<file path="src/rtl/cts_pkg.sv">
// Shared definitions for the credit-based burst scheduler.
// Assumes the status code is two bits wide and refill units are 16 bytes.
package cts_pkg;
    typedef enum logic [1:0] {
        ST_SATISFIED = 2'b00,
        ST_HUNGRY    = 2'b01,
        ST_STARVING  = 2'b10,
        ST_SPARE     = 2'b11
    } stat_code_e;

    localparam int unsigned REFILL_SHIFT = 4;
endpackage

</file>
<file path="src/rtl/cts_credit_table.sv">
// Per-port credit table. Each entry gains the refill picked by a status
// report and loses the bytes of beats sent for that port, within one cycle.
// The result is clamped to [0, 2^LEN_W-1].
// Assumes AMT_W + 4 <= LEN_W and BEAT_W <= LEN_W.
module cts_credit_table #(
    parameter int unsigned NUM_PORTS = 4,
    parameter int unsigned LEN_W     = 12,
    parameter int unsigned AMT_W     = 7,
    parameter int unsigned BEAT_W    = 5,
    localparam int unsigned PORT_W   = $clog2(NUM_PORTS)
) (
    input  logic                            clk,
    input  logic                            rst_n,
    input  logic                            stat_valid,
    input  logic [PORT_W-1:0]               stat_port,
    input  logic [1:0]                      stat_code,
    input  logic [AMT_W-1:0]                cfg_starve_amt,
    input  logic [AMT_W-1:0]                cfg_hungry_amt,
    input  logic                            ded_valid,
    input  logic [PORT_W-1:0]               ded_port,
    input  logic [BEAT_W-1:0]               ded_bytes,
    output logic [NUM_PORTS-1:0][LEN_W-1:0] credit_q
);
    import cts_pkg::*;

    localparam int unsigned SUM_W = LEN_W + 1;
    localparam logic [SUM_W-1:0] CAP = SUM_W'({LEN_W{1'b1}});

    logic [SUM_W-1:0] refill_ext;
    logic [SUM_W-1:0] ded_ext;

    // Pick the refill amount, in bytes, that the current report carries.
    always_comb begin
        if (stat_code == ST_STARVING) begin
            refill_ext = SUM_W'({cfg_starve_amt, {REFILL_SHIFT{1'b0}}});
        end else if (stat_code == ST_HUNGRY) begin
            refill_ext = SUM_W'({cfg_hungry_amt, {REFILL_SHIFT{1'b0}}});
        end else begin
            refill_ext = '0;
        end
        ded_ext = SUM_W'(ded_bytes);
    end

    for (genvar p = 0; p < NUM_PORTS; p++) begin : g_entry
        logic [LEN_W-1:0] cred_r;
        logic [LEN_W-1:0] cred_d;
        logic [SUM_W-1:0] gross;
        logic [SUM_W-1:0] net;
        logic             hit_refill;
        logic             hit_ded;

        // Add the refill and remove sent bytes, clamping at both ends.
        always_comb begin
            hit_refill = stat_valid && (stat_port == PORT_W'(p));
            hit_ded    = ded_valid && (ded_port == PORT_W'(p));
            gross      = {1'b0, cred_r} + (hit_refill ? refill_ext : '0);
            net        = gross;
            if (hit_ded) begin
                net = (gross > ded_ext) ? (gross - ded_ext) : '0;
            end
            cred_d = (net > CAP) ? CAP[LEN_W-1:0] : net[LEN_W-1:0];
        end

        // Hold the entry.
        always_ff @(posedge clk) begin
            if (!rst_n) begin
                cred_r <= '0;
            end else begin
                cred_r <= cred_d;
            end
        end

        assign credit_q[p] = cred_r;
    end
endmodule

</file>
<file path="src/rtl/cts_rr_pick.sv">
// Round-robin picker. It finds the first set bit of the eligibility vector,
// starting one position after the last served port and wrapping around.
// Purely combinational. Assumes NUM_PORTS >= 2.
module cts_rr_pick #(
    parameter int unsigned NUM_PORTS = 4,
    localparam int unsigned PORT_W   = $clog2(NUM_PORTS)
) (
    input  logic [NUM_PORTS-1:0] elig,
    input  logic [PORT_W-1:0]    last_port,
    output logic                 grant_valid,
    output logic [PORT_W-1:0]    grant_port
);
    // Scan the ports in wrapping order after last_port; the first hit wins.
    always_comb begin
        grant_valid = 1'b0;
        grant_port  = '0;
        for (int off = 1; off <= int'(NUM_PORTS); off++) begin
            int idx;
            idx = int'(last_port) + off;
            if (idx >= int'(NUM_PORTS)) begin
                idx = idx - int'(NUM_PORTS);
            end
            if (!grant_valid && elig[idx]) begin
                grant_valid = 1'b1;
                grant_port  = PORT_W'(idx);
            end
        end
    end
endmodule

</file>
<file path="src/rtl/cts_service_ctrl.sv">
// Service controller. It holds the selected port, its stale current-credit
// snapshot and the byte count of the running burst. On a decision beat it
// applies the mode rule. Leaving costs one idle cycle before the next grant.
// Assumes BEAT_W <= LEN_W.
module cts_service_ctrl #(
    parameter int unsigned NUM_PORTS = 4,
    parameter int unsigned LEN_W     = 12,
    parameter int unsigned BEAT_W    = 5,
    localparam int unsigned PORT_W   = $clog2(NUM_PORTS)
) (
    input  logic              clk,
    input  logic              rst_n,
    input  logic [1:0]        cfg_mode,
    input  logic [LEN_W-1:0]  cfg_burst_len,
    input  logic              grant_valid,
    input  logic [PORT_W-1:0] grant_port,
    input  logic [LEN_W-1:0]  grant_credit,
    input  logic [LEN_W-1:0]  sel_fifo_level,
    input  logic              tx_valid,
    input  logic [BEAT_W-1:0] tx_bytes,
    input  logic              tx_eop,
    output logic              sel_valid,
    output logic [PORT_W-1:0] sel_port,
    output logic [PORT_W-1:0] last_port,
    output logic [LEN_W-1:0]  cur_cred
);
    localparam int unsigned CNT_W = LEN_W + 1;

    logic [LEN_W-1:0] burst_cnt;
    logic [LEN_W-1:0] bytes_ext;
    logic [LEN_W-1:0] cur_after;
    logic [CNT_W-1:0] burst_sum;
    logic             beat;
    logic             decide;
    logic             running_low;
    logic             leave;

    // Work out the effect of this cycle's beat and whether service ends.
    always_comb begin
        bytes_ext   = LEN_W'(tx_bytes);
        beat        = sel_valid && tx_valid;
        cur_after   = (cur_cred > bytes_ext) ? (cur_cred - bytes_ext) : '0;
        burst_sum   = {1'b0, burst_cnt} + {1'b0, bytes_ext};
        decide      = beat && ((burst_sum >= {1'b0, cfg_burst_len}) || tx_eop);
        running_low = (cur_after < cfg_burst_len) || (sel_fifo_level < cfg_burst_len);
        unique case (cfg_mode)
            2'b00:   leave = running_low;
            2'b01:   leave = running_low || tx_eop;
            default: leave = 1'b1;
        endcase
    end

    // Grant, serve and release ports.
    always_ff @(posedge clk) begin
        if (!rst_n) begin
            sel_valid <= 1'b0;
            sel_port  <= '0;
            last_port <= PORT_W'(NUM_PORTS - 1);
            cur_cred  <= '0;
            burst_cnt <= '0;
        end else if (!sel_valid) begin
            if (grant_valid) begin
                sel_valid <= 1'b1;
                sel_port  <= grant_port;
                cur_cred  <= grant_credit;
                burst_cnt <= '0;
            end
        end else if (beat) begin
            cur_cred <= cur_after;
            if (decide) begin
                burst_cnt <= '0;
                if (leave) begin
                    sel_valid <= 1'b0;
                    last_port <= sel_port;
                end
            end else begin
                burst_cnt <= burst_sum[LEN_W-1:0];
            end
        end
    end
endmodule

</file>
<file path="src/rtl/credit_tx_sched.sv">
// Top of the credit-based multi-port burst scheduler. It ties the credit
// table, the eligibility test, the round-robin picker and the service
// controller together. Configuration inputs are static outside reset.
module credit_tx_sched #(
    parameter int unsigned NUM_PORTS = 4,
    parameter int unsigned LEN_W     = 12,
    parameter int unsigned AMT_W     = 7,
    parameter int unsigned BEAT_W    = 5,
    localparam int unsigned PORT_W   = $clog2(NUM_PORTS)
) (
    input  logic                         clk,
    input  logic                         rst_n,
    input  logic [1:0]                   cfg_mode,
    input  logic [LEN_W-1:0]             cfg_burst_len,
    input  logic [AMT_W-1:0]             cfg_starve_amt,
    input  logic [AMT_W-1:0]             cfg_hungry_amt,
    input  logic                         stat_valid,
    input  logic [PORT_W-1:0]            stat_port,
    input  logic [1:0]                   stat_code,
    input  logic [NUM_PORTS*LEN_W-1:0]   fifo_level,
    input  logic                         tx_valid,
    input  logic [BEAT_W-1:0]            tx_bytes,
    input  logic                         tx_eop,
    output logic                         sel_valid,
    output logic [PORT_W-1:0]            sel_port
);
    logic [NUM_PORTS-1:0][LEN_W-1:0] fifo_arr;
    logic [NUM_PORTS-1:0][LEN_W-1:0] credit_q;
    logic [NUM_PORTS-1:0]            elig_vec;
    logic                            grant_valid;
    logic [PORT_W-1:0]               grant_port;
    logic [PORT_W-1:0]               last_port;
    logic [LEN_W-1:0]                cur_cred;
    logic                            ded_valid;

    assign fifo_arr  = fifo_level;
    assign ded_valid = sel_valid && tx_valid;

    cts_credit_table #(
        .NUM_PORTS(NUM_PORTS), .LEN_W(LEN_W), .AMT_W(AMT_W), .BEAT_W(BEAT_W)
    ) u_table (
        .clk(clk), .rst_n(rst_n),
        .stat_valid(stat_valid), .stat_port(stat_port), .stat_code(stat_code),
        .cfg_starve_amt(cfg_starve_amt), .cfg_hungry_amt(cfg_hungry_amt),
        .ded_valid(ded_valid), .ded_port(sel_port), .ded_bytes(tx_bytes),
        .credit_q(credit_q)
    );

    // A port qualifies when both credit and queued data cover one burst.
    for (genvar p = 0; p < NUM_PORTS; p++) begin : g_elig
        assign elig_vec[p] = (credit_q[p] >= cfg_burst_len) &&
                             (fifo_arr[p] >= cfg_burst_len);
    end

    cts_rr_pick #(.NUM_PORTS(NUM_PORTS)) u_pick (
        .elig(elig_vec), .last_port(last_port),
        .grant_valid(grant_valid), .grant_port(grant_port)
    );

    cts_service_ctrl #(
        .NUM_PORTS(NUM_PORTS), .LEN_W(LEN_W), .BEAT_W(BEAT_W)
    ) u_ctrl (
        .clk(clk), .rst_n(rst_n),
        .cfg_mode(cfg_mode), .cfg_burst_len(cfg_burst_len),
        .grant_valid(grant_valid), .grant_port(grant_port),
        .grant_credit(credit_q[grant_port]),
        .sel_fifo_level(fifo_arr[sel_port]),
        .tx_valid(tx_valid), .tx_bytes(tx_bytes), .tx_eop(tx_eop),
        .sel_valid(sel_valid), .sel_port(sel_port),
        .last_port(last_port), .cur_cred(cur_cred)
    );
endmodule

</file>
<file path="config.mk">
export PLATFORM = sky130hd
export DESIGN_NAME = credit_tx_sched
export DESIGN_NICKNAME = d
export VERILOG_FILES = /design/src/rtl/cts_pkg.sv /design/src/rtl/cts_credit_table.sv /design/src/rtl/cts_rr_pick.sv /design/src/rtl/cts_service_ctrl.sv /design/src/rtl/credit_tx_sched.sv
export SDC_FILE = /design/constraint.sdc
export NUM_CORES = 1
export LEC_CHECK = 0
export BUFFER_PORTS_ARGS = -buffer_cell sky130_fd_sc_hd__buf_2
export CORE_ASPECT_RATIO = 0.7
export CORE_UTILIZATION = 67
export DETAILED_ROUTE_END_ITERATION = 6
export PLACE_DENSITY = 0.89
export SYNTH_ARGS = -nofsm -noshare
export SYNTH_HDL_FRONTEND = slang
export SYNTH_SLANG_ARGS = --single-unit
</file>
<file path="constraint.sdc">
create_clock -name clk -period 7.7 [get_ports clk]
set_input_delay 1.54 -clock clk [delete_from_list [all_inputs] [get_ports clk]]
set_output_delay 1.54 -clock clk [all_outputs]
set_load 0.005 [all_outputs]
</file>
Word-level counts from Yosys, hierarchy flattened

Cells that the tools add are included.
Widths: inputs -> output; s select.

Register bits: 77
Input port bits: 90
Output and inout port bits: 3
Word-level logic and storage cells: 158

$add $sub $neg: 18
$lt $le $gt $ge: 30
Eq/ne operators: 10
Mux-type cells: 60
Bitwise gates (word level): 1
Reduce and logical (&&, ||, !) cells: 30

Operators with widths:

| cell                  | count |
|---|---|
| $mux 13               | 13 |
| $mux 12               | 14 |
| $ge 32x4->1 const B   | 4 |
| $lt 32x4->1 const B   | 4 |
| $mux 32               | 4 |
| $sub 32x4->32 const B | 4 |
| $ge 12x12->1          | 8 |
| $add 12x13->13        | 4 |
| $gt 13x12->1 const B  | 4 |
| $gt 13x5->1           | 4 |
| $sub 13x5->13         | 4 |
| $bmux 12 s2           | 2 |
| $lt 12x12->1          | 2 |
| $logic_and 1x1->1     | 17 |
| $mux 1                | 17 |
| $add 12x5->13         | 1 |
| $ge 13x12->1          | 1 |
| $gt 12x5->1           | 1 |
| $sub 12x5->12         | 1 |
| $mux 11               | 1 |
| $eq 2x2->1 const B    | 5 |
| $bmux 1 s2            | 4 |
| $eq 2x1->1 const B    | 4 |
| $mux 2                | 4 |
| other kinds (13)      | 22 |

Longest topological paths before layout

Gate-level depths: netlist of the first run.

Depth after elaboration: 20
Gate-level depth with buffers: 20
Depth with buffers taken out: 19

By module

From an unflattened synthesis of the first run, not the netlist that was laid out.

Cell total of the unflattened synthesis: 1222
Area, all modules: 10162.2 um^2

Modules (own cells, without submodules):

| module           | instances | cells each | area an instance (um^2) | sequential area each (um^2) |
|---|---|---|---|---|
| cts_credit_table | 1         | 600        | 4723.3                  | 960.9 |
| cts_service_ctrl | 1         | 337        | 2752.6                  | 580.6 |
| credit_tx_sched  | 1         | 271        | 2595.0                  | 0.0 |
| cts_rr_pick      | 1         | 14         | 91.3                    | 0.0 |

Least setup slack after synthesis of the first run

OpenSTA, ideal clock, no wires.

Path type: input -> register
Start: in tx_bytes[0]
End: reg u_ctrl.last_port[0]
Arrival time: 5300 ps
Setup slack: 2328 ps
Stages: 19
Buffers on the path: 1
Path through: ha_1 > inv_1 > fa_1 > a21o_1 > a21oi_1 > o21bai_1 > a21oi_1 > clkbuf_1 > a21oi_1 > ha_1 > a21o_1 > a21o_1 > a21o_1 > a21o_1 > a211o_1 > a221oi_1 > a311oi_1 > nor3_1 > mux2i_1

Longest elaborated chain between the ends: 7

Ends and longest elaborated chain:

| what                                                | RTL line               | text |
|---|---|---|
| from (decl)                                         | credit_tx_sched.sv:22  | `input logic [BEAT_W-1:0] tx_bytes,` |
| $sub 12x5->12 / $gt 12x5->1 (equally long branches) | cts_service_ctrl.sv:42 | `cur_after = (cur_cred > bytes_ext) ? (cur_cred - bytes_ext) : '0;` |
| $mux 12                                             | cts_service_ctrl.sv:42 |  |
| $lt 12x12->1                                        | cts_service_ctrl.sv:45 | `running_low = (cur_after < cfg_burst_len) \|\| (sel_fifo_level < cfg_burst_len);` |
| $logic_or 1x1->1                                    | cts_service_ctrl.sv:45 |  |
| $logic_or 1x1->1                                    | cts_service_ctrl.sv:48 | `2'b01: leave = running_low \|\| tx_eop;` |
| $pmux 1 s2                                          | cts_service_ctrl.sv:46 | `unique case (cfg_mode)` |
| $reduce_and 4->1 (no source line) *                 | --                     |  |
| to (signal assigned)                                | cts_service_ctrl.sv:58 | `last_port <= PORT_W'(NUM_PORTS - 1);` |
| to (signal assigned)                                | cts_service_ctrl.sv:74 | `last_port <= sel_port;` |
| to (decl)                                           | cts_service_ctrl.sv:24 | `output logic [PORT_W-1:0] last_port,` |

Mark *: on every way between the ends. The rest lies on a longest branch, timed or not.
A chain may end at the register's enable or synchronous reset.

Worst setup path after layout of the first run

Start: in tx_bytes[1]
End: reg u_ctrl.last_port[0]

The elaborated chain is that of the path after synthesis.

==> impl_metrics.env, run 1 <==
export IMPL_synth_avg_cell_area_um2=8.305
export IMPL_worstHoldEndpoint="u_ctrl.burst_cnt[9]$_SDFFE_PN0P_"
export IMPL_cts_max_level=3
export IMPL_ios=93
export IMPL_synth_nets=1455
export IMPL_grt_overflow_total=0
export IMPL_syn_cell_area_mm2=0.009692
export IMPL_coreArea_mm2=0.01401
export IMPL_path_clk_slew_ps=60
export IMPL_async_reset_ff_frac=0
export IMPL_final_util=0.7621
export IMPL_rsz0062_at_grt="false"
export IMPL_power_leakage_nw=5.127
export IMPL_place_congestion=1.030
export IMPL_dp_hpwl_mm=23.33
export IMPL_seq_area_frac_synth=0.1590
export IMPL_reg2reg_slack_ps=3150
export IMPL_cts_hold_buf=0
export IMPL_drtIter0Drc=1300
export IMPL_initial_core_util=0.6919
export IMPL_drive_gt1_frac=0.1196
export IMPL_routedWlPerCell_um=21.10
export IMPL_grt_max_degree=29
export IMPL_fp_dieH_um=102.6
export IMPL_hold_viol=0
export IMPL_r2r_end="u_ctrl.last_port[0]$_SDFFE_PN1P_"
export IMPL_drc=16
export IMPL_cap_violations=0
export IMPL_final_common_cell="ha_1"
export IMPL_skew_ps=4.707
export IMPL_mostFrequentLayoutCells="ha_1, a21oi_1, nor2_1"
export IMPL_cp_max_fo=7
export IMPL_endpoint_kind="flop"
export IMPL_max_freq_mhz=169.7
export IMPL_critical_path_class="primary input to flop"
export IMPL_clock_latency_ps=340
export IMPL_hold_class="flop to flop"
export IMPL_synth_seq_cells=77
export IMPL_cts_made_buffers=9
export IMPL_cts_buffer_depth=2
export IMPL_grt_pass1_vias=8948
export IMPL_report_final_slew_viol_count=0
export IMPL_r2r_start="u_ctrl.cur_cred[0]$_SDFFE_PN0P_"
export IMPL_synth_ff_type="dfxtp_1"
export IMPL_final_cell_count_no_fill=1444
export IMPL_ir_drop_mv=0.09422
export IMPL_holdPathStages=2
export IMPL_fin_crit_sh=0.7652
export IMPL_violations="DRC"
export IMPL_cts_repair_resized=0
export IMPL_grtUsageTotal=0.4080
export IMPL_yosysWarnings=0
export IMPL_rows=36
export IMPL_r2r_cells=20
export IMPL_min_period_ps=5892
export IMPL_required_ps=7970
export IMPL_worstPathArrival_ps=6160
export IMPL_crit_path_start_kind="primary input"
export IMPL_die_w_um=145.8
export IMPL_wirelength_mm=30.47
export IMPL_via_count=9730
export IMPL_cts_tree="built"
export IMPL_ant_nets=0
export IMPL_numClockSinks=77
export IMPL_yosysUniqueCellTypes=76
export IMPL_finalSetupViolations=0
export IMPL_area_growth_pct=10.16
export IMPL_outcome="finished, violations left"
export IMPL_hold_start="u_ctrl.burst_cnt[9]$_SDFFE_PN0P_"
export IMPL_post_place_cells=1428
export IMPL_post_cts_setup_buffers=0
export IMPL_antenna_found_initial=0
export IMPL_nets=1537
export IMPL_tightestPinTransition_ps=1084
export IMPL_powerDensity_mw_per_mm2=137.7
export IMPL_synth_edf_count=0
export IMPL_grt_pass1_wl_mm=47.09
export IMPL_netlist_instances=1167
export IMPL_drt_pass1_iter_count=7
export IMPL_port_buffers=92
export IMPL_die_area_mm2=0.01496
export IMPL_finalSetupTns_ps=0
export IMPL_clock_root_buffer="clkbuf_16"
export IMPL_viasPerCell=6.738
export IMPL_max_slew_margin=0.2761
export IMPL_n_antenna_cell=0
[critical path, cell delays in order]
cell	delay, ps
buf_2	250
inv_1	220
ha_1	350
nor2b_1	130
o21ai_0	200
a21oi_1	130
o21ai_0	450
nand2_1	160
a21oi_1	280
ha_1	310
a21o_1	180
a21o_1	170
a21o_1	180
a21o_1	180
a211o_1	300
a221oi_1	280
a311oi_1	80
nor3_1	510
mux2i_1	260
[worst max path at each step]
stage,slack [ps],end,start
5_1_grt,1570,u_ctrl.last_port[0]$_SDFFE_PN1P_,tx_bytes[1]
4_1_cts,2000,u_ctrl.last_port[0]$_SDFFE_PN1P_,tx_bytes[1]
3_5_place_dp,1680,u_ctrl.last_port[0]$_SDFFE_PN1P_,tx_bytes[1]
2_1_floorplan,2330,u_ctrl.last_port[0]$_SDFFE_PN1P_,tx_bytes[0]
3_3_place_gp,1950,u_ctrl.last_port[1]$_SDFFE_PN1P_,tx_bytes[1]
6_report,1810,u_ctrl.last_port[0]$_SDFFE_PN1P_,tx_bytes[1]
[metal layers]
| layer | wire [um] | global-route usage |
|---|---|---|
| met5 | 0 | 0.01250 |
| met4 | 1060 | 0.1352 |
| met3 | 4235 | 0.1279 |
| met2 | 12120 | 0.6043 |
| met1 | 13050 | 0.5610 |
[area by class of cell]
| cell class | instances | area, um^2 |
|---|---|---|
| sequential | 77 | 1541 |
| tap | 190 | 237.7 |
| fill | 1037 | 3332 |
| timing repair buffer | 99 | 513.0 |
| inverter | 64 | 240.2 |
| multi-input combinational | 998 | 7784 |
| clock buffer | 13 | 270.3 |
| clock inverter | 3 | 90.09 |
[per-stage QoR]
step           hold slack, ps  worst slack, ps  cell area, um^2  power [mW]
2_1_floorplan           453.4             2328             9692      0.7757
3_3_place_gp            466.0             1952            10320      0.9066
3_5_place_dp            470.0             1678            10320      0.9257
4_1_cts                 501.7             1998            10680       1.442
5_1_grt                 551.9             1566            10680       1.530
6_report                501.9             1808            10680       1.470
[logic make-up after synthesis]
family,Yosys count,synth area share
adder cells (fa/ha/maj),198,0.2634
XOR/XNOR,79,0.07139
AO/OA/AOI/OAI,331,0.2273
buffers and inverters,92,0.03783
flip-flops,77,0.1590
AND/OR/NAND/NOR,347,0.1797
multiplexers,43,0.06132
[state kept, by name (all words and copies together) (netlist names)]
name	count
u_ctrl.sel_port	2
u_ctrl.burst_cnt	12
u_ctrl.cur_cred	12
u_table.g_entry.cred_r	48
u_ctrl.last_port	2
u_ctrl.sel_valid	1
[cells in the mapped netlist (8+ instances only)]
library cell	count	area, um^2
o21a_1	8	60.06
a21oi_1	109	545.5
dfxtp_1	77	1541
nor2b_1	29	181.4
nand2_1	65	244.0
ha_1	188	2352
xor2_1	29	254.0
mux2i_1	23	230.2
a21o_1	38	285.3
inv_1	64	240.2
a22oi_1	18	135.1
mux4_2	12	270.3
and2_1	9	56.30
and3_1	11	68.82
o21bai_1	11	82.58
nand4_1	16	100.1
nand3_1	25	125.1
xnor2_1	50	437.9
clkbuf_1	22	82.58
nand2b_1	14	87.58
fa_1	10	200.2
nor3_1	33	165.2
o21ai_0	49	245.2
a211oi_1	13	97.59
o21ai_1	12	60.06
nor2_1	106	397.9
[power by group]
part	switching [mW]	internal, mW
combinational	0.301	0.210
sequential	0.0213	0.412
clock	0.181	0.344
total	0.503	0.966
Note: power is estimated with default switching activity, not from simulation.
==> inputs of run 2 (changes only) <==
--- a/config.mk
+++ b/config.mk
@@ -5,11 +5,12 @@
 export SDC_FILE = /design/constraint.sdc
 export NUM_CORES = 1
 export LEC_CHECK = 0
+export ABC_AREA = 1
 export BUFFER_PORTS_ARGS = -buffer_cell sky130_fd_sc_hd__buf_2
 export CORE_ASPECT_RATIO = 0.7
-export CORE_UTILIZATION = 67
+export CORE_UTILIZATION = 56
 export DETAILED_ROUTE_END_ITERATION = 6
-export PLACE_DENSITY = 0.89
+export PLACE_DENSITY = 0.79
 export SYNTH_ARGS = -nofsm -noshare
 export SYNTH_HDL_FRONTEND = slang
 export SYNTH_SLANG_ARGS = --single-unit
==> constraint.sdc (replaced) <==
create_clock -name clk -period 5.2 [get_ports clk]
set_input_delay 1.04 -clock clk [delete_from_list [all_inputs] [get_ports clk]]
set_output_delay 1.04 -clock clk [all_outputs]
set_load 0.005 [all_outputs]
==> run 2 against run 1 <==
The flow still finishes with violations (DRC). Power up 120%. Synthesized cell count up 38%. Final cell count up 34%. Hold slack worse by 13 ps. Worst setup slack worse by 750 ps. Combinational power rose to 3.6 times the previous value. Register-to-register slack worse by 1500 ps. Critical path type unchanged. Critical endpoint unchanged. Largest power group is now combinational cells. Highest routed layer unchanged.
==> impl_metrics.env, run 2 <==
export IMPL_design_area_mm2=0.01146
export IMPL_drive_gt1_frac=0.1016
export IMPL_post_cts_setup_buffers=0
export IMPL_rsz0062_at_grt="false"
export IMPL_cts_buffer_depth=2
export IMPL_synth_nets=1898
export IMPL_synth_ff_type="dfxtp_1"
export IMPL_final_common_cell="nand2_1"
export IMPL_ios=93
export IMPL_mostFrequentLayoutCells="nand2_1, inv_1, ha_1"
export IMPL_drtIter0Drc=1099
export IMPL_wirelength_mm=30.66
export IMPL_cp_max_fo=9
export IMPL_largestRegisters="u_table.g_entry.cred_r x48, u_ctrl.burst_cnt x12, u_ctrl.cur_cred x12"
export IMPL_clock_root_buffer="clkbuf_16"
export IMPL_seq_area_frac_synth=0.1471
export IMPL_skew_ps=10.54
export IMPL_synth_seq_cells=77
export IMPL_viasPerCell=5.640
export IMPL_met2_usage=0.5114
export IMPL_routedWlPerCell_um=15.82
export IMPL_synth_edf_count=0
export IMPL_critical_path_class="primary input to flop"
export IMPL_n_antenna_cell=0
export IMPL_holdWs_ps=489.4
export IMPL_cts_max_level=3
export IMPL_cts_made_buffers=9
export IMPL_final_cell_count_no_fill=1938
export IMPL_outcome="finished, violations left"
export IMPL_drc=32
export IMPL_initial_core_util=0.5771
export IMPL_hold_viol=0
export IMPL_numClockSinks=77
export IMPL_antenna_found_initial=0
export IMPL_finalSetupViolations=0
export IMPL_reg2reg_slack_ps=1670
export IMPL_cts_repair_resized=0
export IMPL_required_ps=5410
export IMPL_rows=41
export IMPL_synth_top_area_frac=0.2245
export IMPL_crit_path_start_kind="primary input"
export IMPL_violations="DRC"
export IMPL_powerDensity_mw_per_mm2=283.0
export IMPL_grtUsageTotal=0.3242
export IMPL_async_reset_ff_frac=0
export IMPL_worstPathArrival_ps=4350
export IMPL_grt_pass1_vias=9840
export IMPL_ant_nets=0
export IMPL_max_slew_margin=0.5010
export IMPL_grt_overflow_total=0
export IMPL_setup_ws_ps=1058
export IMPL_cts_tree="built"
export IMPL_die_w_um=165.5
export IMPL_die_area_mm2=0.01927
export IMPL_met1_usage=0.4467
export IMPL_final_util=0.6311
export IMPL_place_congestion=1.045
export IMPL_top_register="u_table.g_entry.cred_r"
export IMPL_synth_area_leaders="ha_1, dfxtp_1, nand2_1"
export IMPL_cap_violations=0
export IMPL_place_area_mm2=0.01118
export IMPL_max_freq_mhz=241.4
export IMPL_post_place_cells=1922
export IMPL_finalSetupTns_ps=0
export IMPL_dp_slack_ps=745.8
export IMPL_drt_pass1_iter_count=7
export IMPL_largest_register_ffs=48
export IMPL_grt_use_met3=0.06108
export IMPL_syn_cell_area_mm2=0.01048
export IMPL_path_clk_slew_ps=60
export IMPL_yosysWarnings=0
export IMPL_gr_max_usage_layer="met2"
export IMPL_tightestPinTransition_ps=747.6
export IMPL_grt_pass1_wl_mm=48.30
export IMPL_endpoint_kind="flop"
export IMPL_power_leakage_nw=6.227
export IMPL_grt_max_degree=29
export IMPL_yosys_top_cells_count="nand2_1, inv_1, ha_1, nor2_1, nand3_1"
export IMPL_netlist_instances=1610
export IMPL_via_count=10930
export IMPL_dp_hpwl_mm=24.35
export IMPL_ir_drop_mv=0.1818
export IMPL_port_buffers=92
export IMPL_yosysUniqueCellTypes=53
export IMPL_area_growth_pct=9.360
export IMPL_coreArea_mm2=0.01816
export IMPL_yosysMostFrequentCell="nand2_1"
export IMPL_fp_dieH_um=116.5
export IMPL_synth_top_cell_by_area="ha_1"
export IMPL_fin_crit_sh=0.7966
export IMPL_hold_class="flop to flop"
export IMPL_clock_latency_ps=350
export IMPL_synth_avg_cell_area_um2=6.509
export IMPL_report_final_slew_viol_count=0
export IMPL_finalPower_mw=3.244
export IMPL_cts_hold_buf=0
export IMPL_min_period_ps=4142
export IMPL_nets=1985
## run 2: changes by cell type in the layout (fill, tap and decap cells not counted), moves of 33 or more
cell / previous run / this run
xnor2_1: 50 / 13
nor2_1: 106 / 139
a21o_1: 38 / 5
nand3_1: 25 / 137
nand2_1: 65 / 371
inv_1: 64 / 232
## run 2: cells by family after synthesis
group	count (synthesis)	synth area share
xor gates and xnor gates	62	0.05325
adders and majority gates	198	0.2436
AOI/OAI and AO/OA	268	0.1485
and+or+nand+nor	738	0.3080
buffers and inverters	267	0.09957
DFF	77	0.1471
## run 2: final timing paths
| path | to | cells past startpoint | from |
|---|---|---|---|
| hold / removal | u_ctrl.burst_cnt[2]$_SDFFE_PN0P_ | 2 | u_ctrl.burst_cnt[2]$_SDFFE_PN0P_ |
| setup / recovery | u_ctrl.last_port[0]$_SDFFE_PN1P_ | 22 | tx_bytes[0] |
| setup reg to reg | u_ctrl.last_port[0]$_SDFFE_PN1P_ | 22 | u_ctrl.cur_cred[0]$_SDFFE_PN0P_ |
| hold reg to reg | u_ctrl.burst_cnt[2]$_SDFFE_PN0P_ | 2 | u_ctrl.burst_cnt[2]$_SDFFE_PN0P_ |
## run 2: cell type report
class                           instances  area [um^2]
Timing Repair Buffer                  103        543.0
Inverter                              240        900.9
Clock inverter                          4        48.80
Clock buffer                           12        236.5
Tap cell                              236        295.3
Sequential cell                        77         1541
Multi-Input combinational cell       1266         7895
Fill cell                            1742         6699
## run 2: critical path, stage by stage
cell	delay [ps]
buf_2	230
ha_1	210
inv_1	60
fa_1	400
nand2_1	110
nand2_1	50
nand2_1	90
nand3_1	140
a21boi_2	380
inv_1	170
o21ai_0	100
a21oi_1	80
ha_1	310
a21oi_1	170
nor2_1	50
a211oi_1	180
o221a_2	210
nand2_1	50
nand2_1	50
nand2_1	110
nand2_1	80
o211ai_1	80
## run 2: per-layer routing
metal	up-vias	wire (um)
met2	447	12630
met4	0	737
met5	-	0
li1	5522	-
met3	54	3016
met1	4907	14270
## run 2: report_power, final
part           switching (mW)  internal [mW]
clock                   0.259          0.372
sequential              0.102          0.675
combinational            1.19          0.649
total                    1.55           1.70
